### config.mk
export PLATFORM = sky130hd
export DESIGN_NAME = spec_rob
export DESIGN_NICKNAME = d
export VERILOG_FILES = /design/src/rtl/rob_pkg.sv /design/src/rtl/rob_ctrl.sv /design/src/rtl/rob_data.sv /design/src/rtl/spec_rob.sv
export SDC_FILE = /design/constraint.sdc
export NUM_CORES = 1
export LEC_CHECK = 0
export BUFFER_PORTS_ARGS = -buffer_cell sky130_fd_sc_hd__buf_2
export CAP_MARGIN = 10
export CORE_MARGIN = 1
export CORE_UTILIZATION = 50
export DETAILED_ROUTE_END_ITERATION = 8
export PLACE_DENSITY_LB_ADDON = 0.3
export RECOVER_POWER = 100
export SLEW_MARGIN = 20
export SYNTH_ARGS = -nofsm -noshare
export SYNTH_HDL_FRONTEND = slang
export SYNTH_HIERARCHICAL = 1
export SYNTH_SLANG_ARGS = --single-unit
export TNS_END_PERCENT = 100
### constraint.sdc
create_clock -name clk -period 4.55 [get_ports clk]
set_input_delay 0.6825 -clock clk [delete_from_list [all_inputs] [get_ports clk]]
set_output_delay 0.6825 -clock clk [all_outputs]
set_load 0.1 [all_outputs]
### src/rtl/rob_pkg.sv
package rob_pkg;

  typedef enum logic [1:0] {
    KIND_REG    = 2'b00,
    KIND_STORE  = 2'b01,
    KIND_BRANCH = 2'b10,
    KIND_RSVD   = 2'b11
  } robKind_e;

  // Strobes the control half sends to the entry storage each cycle.
  typedef struct packed {
    logic doIssue;
    logic doRetire;
    logic doFlush;
  } robStrobe_t;

endpackage

### src/rtl/rob_ctrl.sv
module rob_ctrl
  import rob_pkg::*;
#(
  parameter int DEPTH = 8,
  localparam int TAG_W = $clog2(DEPTH)
) (
  input  logic             clk,
  input  logic             rstN,
  input  logic             issueValid,
  input  logic             rsFree,
  input  logic             headValid,
  input  logic             headReady,
  input  logic             headExc,
  input  logic             headMisp,
  input  robKind_e         headKind,
  output robStrobe_t       strb,
  output logic [TAG_W-1:0] headIdx,
  output logic [TAG_W-1:0] tailIdx,
  output logic             issueGrant,
  output logic             retireValid,
  output logic             regWe,
  output logic             memWe,
  output logic             flushOut,
  output logic             excTaken
);

  localparam int PTR_W = TAG_W + 1;

  logic [PTR_W-1:0] headPtr;
  logic [PTR_W-1:0] tailPtr;
  logic             isFull;
  logic             retireNow;
  logic             excNow;
  logic             mispNow;
  logic             flushNow;

  // The extra top bit separates a full buffer from an empty one.
  assign isFull  = (tailPtr - headPtr) == PTR_W'(DEPTH);
  assign headIdx = headPtr[TAG_W-1:0];
  assign tailIdx = tailPtr[TAG_W-1:0];

  assign retireNow = headValid && headReady;
  assign excNow    = retireNow && headExc;
  assign mispNow   = retireNow && !headExc && (headKind == KIND_BRANCH) && headMisp;
  assign flushNow  = excNow || mispNow;

  assign issueGrant = issueValid && rsFree && !isFull && !flushNow;

  assign retireValid = retireNow;
  assign regWe       = retireNow && !headExc && (headKind == KIND_REG);
  assign memWe       = retireNow && !headExc && (headKind == KIND_STORE);
  assign flushOut    = flushNow;
  assign excTaken    = excNow;

  assign strb.doIssue  = issueGrant;
  assign strb.doRetire = retireNow;
  assign strb.doFlush  = flushNow;

  always_ff @(posedge clk or negedge rstN) begin
    if (!rstN) begin
      headPtr <= '0;
      tailPtr <= '0;
    end else begin
      if (retireNow) begin
        headPtr <= headPtr + 1'b1;
      end
      if (flushNow) begin
        tailPtr <= headPtr + 1'b1;
      end else if (issueGrant) begin
        tailPtr <= tailPtr + 1'b1;
      end
    end
  end

  // after a flush the buffer is empty
  assert_flush_empties_R6: assert property (@(posedge clk) disable iff (!rstN)
    flushOut |=> (headPtr == tailPtr));

  // the pointers and the stored occupancy of the oldest slot agree
  assert_head_tracks_R5: assert property (@(posedge clk) disable iff (!rstN)
    (headPtr != tailPtr) == headValid);

  // each grant advances the allocation pointer by one
  assert_tail_moves_R1: assert property (@(posedge clk) disable iff (!rstN)
    issueGrant |=> (tailPtr == PTR_W'($past(tailPtr) + 1'b1)));

  // a taken fault comes from an entry that was ready
  assert_exc_at_ready_head_R7: assert property (@(posedge clk) disable iff (!rstN)
    excTaken |-> (headValid && headReady && headExc));

endmodule

### src/rtl/rob_data.sv
module rob_data
  import rob_pkg::*;
#(
  parameter int DEPTH  = 8,
  parameter int DATA_W = 32,
  parameter int DEST_W = 16,
  parameter int REG_W  = 5,
  localparam int TAG_W = $clog2(DEPTH)
) (
  input  logic              clk,
  input  logic              rstN,
  input  robStrobe_t        strb,
  input  logic [TAG_W-1:0]  headIdx,
  input  logic [TAG_W-1:0]  tailIdx,
  input  robKind_e          issueKind,
  input  logic [DEST_W-1:0] issueDest,
  input  logic              resValid,
  input  logic [TAG_W-1:0]  resTag,
  input  logic [DATA_W-1:0] resValue,
  input  logic              resExcept,
  input  logic              resMispredict,
  input  logic [TAG_W-1:0]  lookupTag,
  output logic              lookupValid,
  output logic [DATA_W-1:0] lookupValue,
  input  logic [DEST_W-1:0] loadAddr,
  output logic              loadBlock,
  output logic              headValid,
  output logic              headReady,
  output logic              headExc,
  output logic              headMisp,
  output robKind_e          headKind,
  output logic [REG_W-1:0]  regIdx,
  output logic [DATA_W-1:0] regData,
  output logic [DEST_W-1:0] memAddr,
  output logic [DATA_W-1:0] memData
);

  logic [DEPTH-1:0]  entValid;
  logic [DEPTH-1:0]  entReady;
  logic [DEPTH-1:0]  entExc;
  logic [DEPTH-1:0]  entMisp;
  robKind_e          entKind  [DEPTH];
  logic [DEST_W-1:0] entDest  [DEPTH];
  logic [DATA_W-1:0] entValue [DEPTH];

  for (genvar e = 0; e < DEPTH; e++) begin : gEntry
    logic              vld;
    logic              rdy;
    logic              exc;
    logic              misp;
    robKind_e          kind;
    logic [DEST_W-1:0] dest;
    logic [DATA_W-1:0] value;
    logic              hitIssue;
    logic              hitRetire;
    logic              hitRes;

    assign hitIssue  = strb.doIssue && (tailIdx == TAG_W'(e));
    assign hitRetire = strb.doRetire && (headIdx == TAG_W'(e));
    // Writes to a slot that is not occupied are dropped.
    assign hitRes    = resValid && (resTag == TAG_W'(e)) && vld;

    always_ff @(posedge clk or negedge rstN) begin
      if (!rstN) begin
        vld  <= 1'b0;
        rdy  <= 1'b0;
        exc  <= 1'b0;
        misp <= 1'b0;
      end else if (strb.doFlush) begin
        vld  <= 1'b0;
        rdy  <= 1'b0;
        exc  <= 1'b0;
        misp <= 1'b0;
      end else if (hitIssue) begin
        vld  <= 1'b1;
        rdy  <= 1'b0;
        exc  <= 1'b0;
        misp <= 1'b0;
      end else if (hitRetire) begin
        vld  <= 1'b0;
        rdy  <= 1'b0;
      end else if (hitRes) begin
        rdy  <= 1'b1;
        exc  <= resExcept;
        misp <= resMispredict;
      end
    end

    // Payload needs no reset: it is only read behind the valid bits.
    always_ff @(posedge clk) begin
      if (hitIssue && !strb.doFlush) begin
        kind <= issueKind;
        dest <= issueDest;
      end
      if (hitRes && !strb.doFlush && !hitRetire) begin
        value <= resValue;
      end
    end

    assign entValid[e] = vld;
    assign entReady[e] = rdy;
    assign entExc[e]   = exc;
    assign entMisp[e]  = misp;
    assign entKind[e]  = kind;
    assign entDest[e]  = dest;
    assign entValue[e] = value;
  end

  assign headValid = entValid[headIdx];
  assign headReady = entReady[headIdx];
  assign headExc   = entExc[headIdx];
  assign headMisp  = entMisp[headIdx];
  assign headKind  = entKind[headIdx];

  assign regIdx  = entDest[headIdx][REG_W-1:0];
  assign regData = entValue[headIdx];
  assign memAddr = entDest[headIdx];
  assign memData = entValue[headIdx];

  assign lookupValid = entValid[lookupTag] && entReady[lookupTag];
  assign lookupValue = entValue[lookupTag];

  always_comb begin
    loadBlock = 1'b0;
    for (int e = 0; e < DEPTH; e++) begin
      if (entValid[e] && (entKind[e] == KIND_STORE) && (entDest[e] == loadAddr)) begin
        loadBlock = 1'b1;
      end
    end
  end

  // an allocation never lands on an occupied slot
  assert_issue_free_slot_R3: assert property (@(posedge clk) disable iff (!rstN)
    strb.doIssue |-> !entValid[tailIdx]);

  // retirement only of an occupied, finished oldest slot
  assert_retire_ready_R5: assert property (@(posedge clk) disable iff (!rstN)
    strb.doRetire |-> (entValid[headIdx] && entReady[headIdx]));

  // nothing survives a flush, so stale results find no target
  assert_flush_clears_R9: assert property (@(posedge clk) disable iff (!rstN)
    strb.doFlush |=> (entValid == '0));

endmodule

### src/rtl/spec_rob.sv
module spec_rob
  import rob_pkg::*;
#(
  parameter int DEPTH  = 8,
  parameter int DATA_W = 32,
  parameter int DEST_W = 16,
  parameter int REG_W  = 5,
  localparam int TAG_W = $clog2(DEPTH)
) (
  input  logic              clk,
  input  logic              rstN,
  input  logic              issueValid,
  input  logic [1:0]        issueKind,
  input  logic [DEST_W-1:0] issueDest,
  input  logic              rsFree,
  output logic              issueGrant,
  output logic [TAG_W-1:0]  issueTag,
  input  logic              resValid,
  input  logic [TAG_W-1:0]  resTag,
  input  logic [DATA_W-1:0] resValue,
  input  logic              resExcept,
  input  logic              resMispredict,
  input  logic [TAG_W-1:0]  lookupTag,
  output logic              lookupValid,
  output logic [DATA_W-1:0] lookupValue,
  input  logic [DEST_W-1:0] loadAddr,
  output logic              loadBlock,
  output logic              retireValid,
  output logic [TAG_W-1:0]  retireTag,
  output logic              regWe,
  output logic [REG_W-1:0]  regIdx,
  output logic [DATA_W-1:0] regData,
  output logic              memWe,
  output logic [DEST_W-1:0] memAddr,
  output logic [DATA_W-1:0] memData,
  output logic              flushOut,
  output logic              excTaken
);

  robStrobe_t       strb;
  logic [TAG_W-1:0] headIdx;
  logic [TAG_W-1:0] tailIdx;
  logic             headValid;
  logic             headReady;
  logic             headExc;
  logic             headMisp;
  robKind_e         headKind;

  rob_ctrl #(.DEPTH(DEPTH)) u_ctrl (
    .clk        (clk),
    .rstN       (rstN),
    .issueValid (issueValid),
    .rsFree     (rsFree),
    .headValid  (headValid),
    .headReady  (headReady),
    .headExc    (headExc),
    .headMisp   (headMisp),
    .headKind   (headKind),
    .strb       (strb),
    .headIdx    (headIdx),
    .tailIdx    (tailIdx),
    .issueGrant (issueGrant),
    .retireValid(retireValid),
    .regWe      (regWe),
    .memWe      (memWe),
    .flushOut   (flushOut),
    .excTaken   (excTaken)
  );

  rob_data #(
    .DEPTH (DEPTH),
    .DATA_W(DATA_W),
    .DEST_W(DEST_W),
    .REG_W (REG_W)
  ) u_data (
    .clk          (clk),
    .rstN         (rstN),
    .strb         (strb),
    .headIdx      (headIdx),
    .tailIdx      (tailIdx),
    .issueKind    (robKind_e'(issueKind)),
    .issueDest    (issueDest),
    .resValid     (resValid),
    .resTag       (resTag),
    .resValue     (resValue),
    .resExcept    (resExcept),
    .resMispredict(resMispredict),
    .lookupTag    (lookupTag),
    .lookupValid  (lookupValid),
    .lookupValue  (lookupValue),
    .loadAddr     (loadAddr),
    .loadBlock    (loadBlock),
    .headValid    (headValid),
    .headReady    (headReady),
    .headExc      (headExc),
    .headMisp     (headMisp),
    .headKind     (headKind),
    .regIdx       (regIdx),
    .regData      (regData),
    .memAddr      (memAddr),
    .memData      (memData)
  );

  assign issueTag  = tailIdx;
  assign retireTag = headIdx;

endmodule

==> impl_summary.md, run 1 <==
Clock network
After clock tree synthesis, the clock-pin slew on the worst setup and hold paths is 0.06 ns. In this run, post-CTS repair resized a total of 0 instances. The number of buffers inserted by post-CTS setup repair is 0. Clock tree synthesis selected as its root buffer the cell clkbuf_16. The number of buffers between clock root and the deepest sink is 3. The number of hold buffers added after CTS was 0. In this run the number of H-tree levels came out at 2.

At the later pin of the worst-skew pair, clock insertion delay measures 0.60 ns. Clock tree synthesis found a total of 440 sinks. TritonCTS created 47 clock buffers. The TritonCTS clock tree is done.

Synth
The number of nets produced by synthesis is 1279. edfxtp_1 takes more of the synthesized area than any other cell. Of the synthesized area, sequential elements account for 61.08%.

The average instance in the mapped netlist occupies 17.83 µm². The number of synthesized flops with an enable pin is 400. The cell area that synthesis handed to floorplanning was 21300 µm². The number of flip-flops and latches in the synthesized netlist is 440. By count the netlist is led by 400 x edfxtp_1, 173 x mux4_2, 107 x xor2_1. Synthesis produced 1195 cells.

The post-synthesis async set-or-reset flop share is 9.091%. The prevailing post-synth register cell is edfxtp_1. By area the synthesized netlist is led by edfxtp_1 56%, mux4_2 18%, dfrtp_1 4.7%, mux2_2 4.5%, xor2_1 4.4%. Synthesis instantiated 41 different standard cells from the library. edfxtp_1 is the most common cell in the netlist. The count of synthesis-stage warnings from yosys is 6.

The top-area cell type share of the netlist area is 56.38%.

Layout
The final non-filler cell total is 1939. The utilization after layout is 57.29%. The fraction of layout cells with a size suffix above 1 is 36.36%. The relative area change from synthesis to final layout is 12.82%. The number of filler cells placed in the layout is 3208.

The count of inserted antenna diode cells is 0. After the last flow step, the layout net total stands at 1445.

Timing
The count of final setup violators is 0. The transition at the pin with the smallest max-transition slack is 2.240 ns. The worst slew margin relative to its limit is -49.36%.

Across the routed clock network, the largest skew measured is 0.03383 ns. Derived from the worst setup path, the maximum achievable clock frequency is 233.1 MHz. The minimum clock period is 4.289 ns. The final critical path takes up 94.27% of the cycle.

Setup repair after global routing left no endpoint under its margin. The max-slew violation count was 57. The count of endpoints failing hold in the final timing report is 0.

Place
The number of placed instances, taps included is 1851. The port buffer count is 209. The congestion estimate from routability-driven global placement came to 0.8972.

The wire-length estimate of the detail-placed layout is 31.79 mm.

Power
In this run the static leakage power is 8.193 nW. The post-route total power is 17.38 mW. The ratio of total power to cell area is 723.2 nW/µm². Across the VDD grid, the largest voltage drop is 986.2 µV.

Die
The die width is 208.4 µm. The overall die area is 43430 µm². 210 I/O pins were placed. The floorplan has 75 rows. The total area inside the core boundary comes to 41950 µm². For this configuration, the core starts out at a cell density of 50.79%.

The die height is 208.4 µm.

Route
The pre-antenna-repair detailed-routing pass consisted of 5 iterations. Dividing the detail-routed wire length by the instance count gives 25.86 µm. The per-cell via count in the routed design is 6.095. The routed design has 50.15 mm of wire. The detail route stage leaves a number of antenna-violating nets equal to 0. After detailed routing, the number of remaining DRC violations is 0. The first routing iteration left 1001 violations.

The final route contains 11818 vias.

GRT
The number of global-route vias before repair is 11806. The overall track demand over capacity in global routing is 23.37%. Entering global routing, the biggest net connects 66 pins. The first global-routing pass estimated 74.44 mm of wire. Global routing finished with a remaining overflow of 0. The initial antenna violation count is 3.

Setup path
STA puts the critical path data arrival time at 4.47 ns. The biggest fanout along the worst timing path is 45. STA puts the critical path data required time at 4.73 ns. The worst setup path is launched from a flop. The type of destination of the critical path is a flop. By startpoint and endpoint, the worst setup path is classified as reg -> reg.

Min path
The type of the most critical hold path is in -> reg.

Status
The checks that failed: max-capacitance violations, max-slew violations. The run finished, with violations left.

Run
Max-cap violations in this run came to 2.
-- per-stage QoR --
step	setup WS, ns	TNS (ns)	hold slack, ns	cell area [µm²]
2_1_floorplan	-0.9076	-133.02	0.3869	21570
3_3_place_gp	0.4728	0	0.5087	22750
3_5_place_dp	0.3558	0	0.5232	22750
4_1_cts	0.2988	0	0.2474	24270
5_1_grt	0.09065	0	0.4310	24030
6_report	0.2608	0	0.4402	24030
-- cell type report --
class / instances / area, µm² / share of cell area, %
Inverter: 7 / 33.78 / 0.1406
Clock buffer: 55 / 1227 / 5.107
Clock inverter: 33 / 286.5 / 1.192
Timing Repair Buffer: 237 / 1186 / 4.935
Multi-Input combinational cell: 628 / 7601 / 31.63
Sequential cell: 440 / 13020 / 54.19
Tap cell: 539 / 674.4 / 2.806
-- metal layers --
metal | vias to the layer above | GRT usage [%] | wire length, µm
li1 | 5097 | - | -
met1 | 6142 | 33.05 | 20970
met2 | 510 | 37.77 | 24650
met3 | 63 | 4.377 | 3714
met4 | 6 | 5.517 | 770
met5 | - | 0 | 49
-- kinds of logic (layout without fill, tap and decap cells) --
group	Yosys count	in the layout	synth area share, %
DFF	440	440	61.08
muxes	277	277	23.68
and+or+nand+nor	165	165	4.017
xor gates and xnor gates	136	136	5.591
buffers and inverters	127	332	3.906
AOI/OAI and AO/OA	45	45	1.427
adders and majority gates	5	5	0.2937
-- flip-flops by register name, summed over array words and instances (netlist names) --
signal and count:
u_data/gEntry.kind 16, u_ctrl/headPtr 4, u_data/gEntry.value 256, u_data/gEntry.misp 8, u_data/gEntry.vld 8, u_data/gEntry.exc 8, u_ctrl/tailPtr 4, u_data/gEntry.rdy 8
u_data/gEntry.dest 128
-- final timing paths --
kind                                  startpoint                    endpoint  slack (ns)  depth (start not counted)
setup / recovery               u_ctrl/headPtr[1]   u_data/gEntry[4].value[1]        0.26                          9
hold / removal                      resValue[19]  u_data/gEntry[4].value[19]        0.44                          1
setup reg to reg               u_ctrl/headPtr[1]   u_data/gEntry[4].value[1]        0.26                          9
hold reg to reg            u_data/gEntry[2].misp       u_data/gEntry[2].misp        0.54                          2
max in group asynchronous                   rstN           u_ctrl/headPtr[1]        2.20                          1
min in group asynchronous                   rstN           u_ctrl/tailPtr[0]        0.75                          1
-- critical path, cell delays in order, from the launching register on --
cell and delay, ns:
dfrtp_4 0.88, mux4_2 0.43, mux2_1 0.36, nand2_4 0.13, clkinvlp_4 0.23, o21ai_4 0.21
clkinvlp_4 0.27, buf_4 0.30, nor2_4 0.11, clkbuf_2 0.90
-- report_power, final --
group	switching [mW]	internal, mW	leakage [nW]	total, mW
registers	0.420	4.80	4.11	5.22
logic	6.41	2.02	3.35	8.43
clock network	1.58	2.16	0.733	3.74
total	8.41	8.97	8.19	17.4
-- layout by cell type (no fill, tap or decap), types with 8 or more instances in the layout --
cell type  count
clkbuf_16     48
dfrtp_1       37
nand4_1       17
clkbuf_2     107
xor2_1       107
edfxtp_1     400
nor4_1        25
a31oi_1       10
nand2_1       24
nor2_4        10
mux2i_1       18
clkbuf_1      80
mux4_2       173
xnor2_1       29
nand3_1       19
nor3_1         9
mux2_2        84
clkinv_1      20
buf_2         42
o21bai_1       8
nor2b_1       11
buf_4          9
nor2_1        26
Power figures use the tool's default switching activity.
==> inputs of run 2 (changes only) <==
clock period = 5.01 ns   (was 4.55 ns; I/O delays follow)
==> run 2 against run 1 <==
  * The run still ends with max-capacitance violations, max-slew violations left
  * Design area is 0.56% lower
  * Routed wire length stayed put
  * Die area stayed put
  * Global-route usage hardly changed
  * Clock skew is 0.00071 ns higher
  * Highest routed layer is now met4
  * Non-clock buffer count is 4 lower
==> impl_summary.md, run 2 (synthesized netlist as in run 1, its figures left out) <==
Timing
The worst-case clock skew came to 0.03454 ns (was 0.03383 ns). The worst slew margin relative to its limit is -53.61% (was -49.36%). The final worst-path setup slack is 0.3760 ns (was 0.2608 ns).

After layout, the worst path uses 92.50% of the clock period. Unrepaired setup endpoints after global routing: no (unchanged). The achievable clock frequency is 215.8 MHz. Subtracting the final worst setup slack from the clock period gives 4.634 ns.

The count of endpoints failing hold in the final timing report is 0 (unchanged). The worst hold slack is 0.5223 ns (was 0.4402 ns). The count of final setup violators is 0 (unchanged). The transition at the pin with the smallest max-transition slack is 2.304 ns (was 2.240 ns). The max-slew violation count is 68 (was 57).

Setup path
The critical path arrival is 3.88 ns (was 4.47 ns). The type of destination of the critical path was a primary output (was flop). The launching element type of the critical path is a flop (unchanged). The required time at the worst-slack endpoint is 4.26 ns (was 4.73 ns).

The setup slack of the worst register-to-register path was 0.50 ns (was 0.26 ns). The biggest fanout along the worst timing path is 44 (was 45). The critical setup path kind is reg -> out (was reg -> reg).

Layout
The relative area change from synthesis to final layout is 12.19% (was 12.82%). Leading cell types in the layout, fill and taps excluded: 400 x edfxtp_1, 173 x mux4_2, 107 x xor2_1 (was 400 x edfxtp_1, 173 x mux4_2, 107 x clkbuf_2, 107 x xor2_1, 84 x mux2_2). The fraction of layout cells with a size suffix above 1 is 35.42% (was 36.36%). The most frequent standard cell in the layout excluding fill and tap cells is edfxtp_1 (unchanged). The register with the most flip-flops is u_data/gEntry.value (unchanged). The number of filler cells placed in the layout is 3211 (was 3208). Leading registers by flop count: u_data/gEntry.value: 256 flops, u_data/gEntry.dest: 128 flops, u_data/gEntry.kind: 16 flops (unchanged). The net count of the finished layout is 1441 (was 1445).

The summed area of non-filler cells in the final layout is 23900 µm² (was 24030 µm²). The flip-flop count of the largest register after layout was 256 (unchanged).

GRT
The maximum number of pins on one net before global-route repair is 45 (was 66). The initial antenna violation count is 2 (was 3). The overall track demand over capacity in global routing is 23.39% (was 23.37%). The number of global-route vias before repair was 12120 (was 11806). The overflow left after global routing is 0 (unchanged). The wire length of the first global-routing pass is 74.78 mm (was 74.44 mm).

Die
The number of cell rows was 75 (unchanged). The die width is 208.4 µm (unchanged). The effective utilization at floorplan was 50.79% (unchanged). The die height is 208.4 µm (unchanged). The area of the core is 41950 µm² (unchanged). The I/O pin total is 210 (unchanged). The overall die area is 43430 µm² (unchanged).

Run
The max-capacitance violation count is 2 (unchanged).

Route
The per-cell via count in the routed design is 6.083 (was 6.095). The DRC violation total after the first TritonRoute iteration came to 930 (was 1001). The number of nets still failing antenna checks after routing is 0 (unchanged). The total via count in the routed design is 11740 (was 11818). The number of iterations in the first detailed-routing pass is 5 (unchanged). The detailed-route wire length is 50.15 mm (unchanged).

The routed length per instance is 25.99 µm (was 25.86 µm). The remaining design rule violation count is 0 (unchanged).

Power
The post-route total power is 15.57 mW (was 17.38 mW). The leakage power total is 8.110 nW (was 8.193 nW). The ratio of total power to cell area is 651.3 nW/µm² (was 723.2 nW/µm²). The worst vdd rail ir drop is 903.2 µV (was 986.2 µV).

Place
The placer's final routability congestion estimate came to 0.8848 (was 0.8972). The port buffer count is 209 (unchanged). The HPWL after detailed placement is 31.90 mm (was 31.79 mm).

The area of placed instances came to 22650 µm² (was 22750 µm²). The post-placement setup slack is 0.8007 ns (was 0.3558 ns).

Clock network
The number of buffers inserted by hold repair at cts is 0 (unchanged). The clock transition at the registers of the reported paths is 0.06 ns (about the same). The number of buffers created by CTS is 47 (unchanged). The number of resized instances in the post-cts repair step is 0 (unchanged). The clock latency of the later-clocked register in the worst-skew pair is 0.58 ns (was 0.60 ns).

The buffer type at the clock tree root was clkbuf_16 (unchanged). The total number of H-tree levels is 2 (unchanged). The number of sinks handled by clock tree synthesis is 440 (unchanged). The TritonCTS clock tree is done (unchanged). The number of buffers between clock root and the deepest sink came to 3 (unchanged). The number of buffers inserted by post-CTS setup repair is 0 (unchanged).

Status
Outcome: finished, violations left (unchanged). Violated checks: max-capacitance violations, max-slew violations (unchanged).

Min path
The type of the most critical hold path is reg -> reg (was in -> reg).
## run 2: changes by cell type in the layout (fill, tap and decap cells not counted), moves of 2 or more
cell       change
buf_2          -5
bufinv_16      -2
clkbuf_1      +15
clkbuf_2       -9
clkinv_1      -11
clkinv_2       +3
clkinv_8       +2
diode_2        +2
## run 2: final cells by class
class	count	area, µm²	share of cell area, %
antenna	2	5.005	0.02094
multi-input combinational	628	7601	31.80
clock inverter	22	173.9	0.7277
sequential	440	13020	54.48
timing repair buffer	233	1159	4.848
inverter	7	33.78	0.1414
tap	539	674.4	2.822
clock buffer	59	1231	5.152
## run 2: layer usage
metal	share of wire (%)	GRT usage [%]
met1	42	32.51
met2	49	38.06
met3	7.1	4.770
met4	2.0	5.722
met5	0	0
## run 2: worst max-delay path, cell delays in order (launching register included)
cell	delay, ns
dfrtp_2	0.98
clkbuf_2	1.17
mux4_2	0.44
mux2_2	0.32
clkbuf_2	0.38
## run 2: stage by stage
| step | util, % | instances | setup TNS [ns] |
|---|---|---|---|
| after global placement | 54.01 | 1846 | 0 |
| after global routing | 56.97 | 1929 | 0 |
| after detailed placement | 54.01 | 1846 | 0 |
| after CTS | 57.36 | 1927 | 0 |
| after floorplan | - | 1195 | -113.33 |
| final | 56.98 | 1930 | 0 |
## run 2: where the power goes
group          switching, mW  internal (mW)  total (mW)
Combinational           5.73           1.84        7.57
Clock                   1.35           1.83        3.19
Sequential             0.456           4.35        4.81
Total                   7.54           8.02        15.6
## run 2: path summary, 6_finish.rpt
check,start,endpoint,cells after the start
min in group asynchronous,rstN,u_data/gEntry[2].rdy,1
setup / recovery,u_ctrl/headPtr[1],regData[26],4
hold reg to reg,u_data/gEntry[6].misp,u_data/gEntry[6].misp,2
setup reg to reg,u_ctrl/headPtr[0],u_data/gEntry[0].value[3],9
hold / removal,u_data/gEntry[6].misp,u_data/gEntry[6].misp,2
max in group asynchronous,rstN,u_ctrl/headPtr[2],1
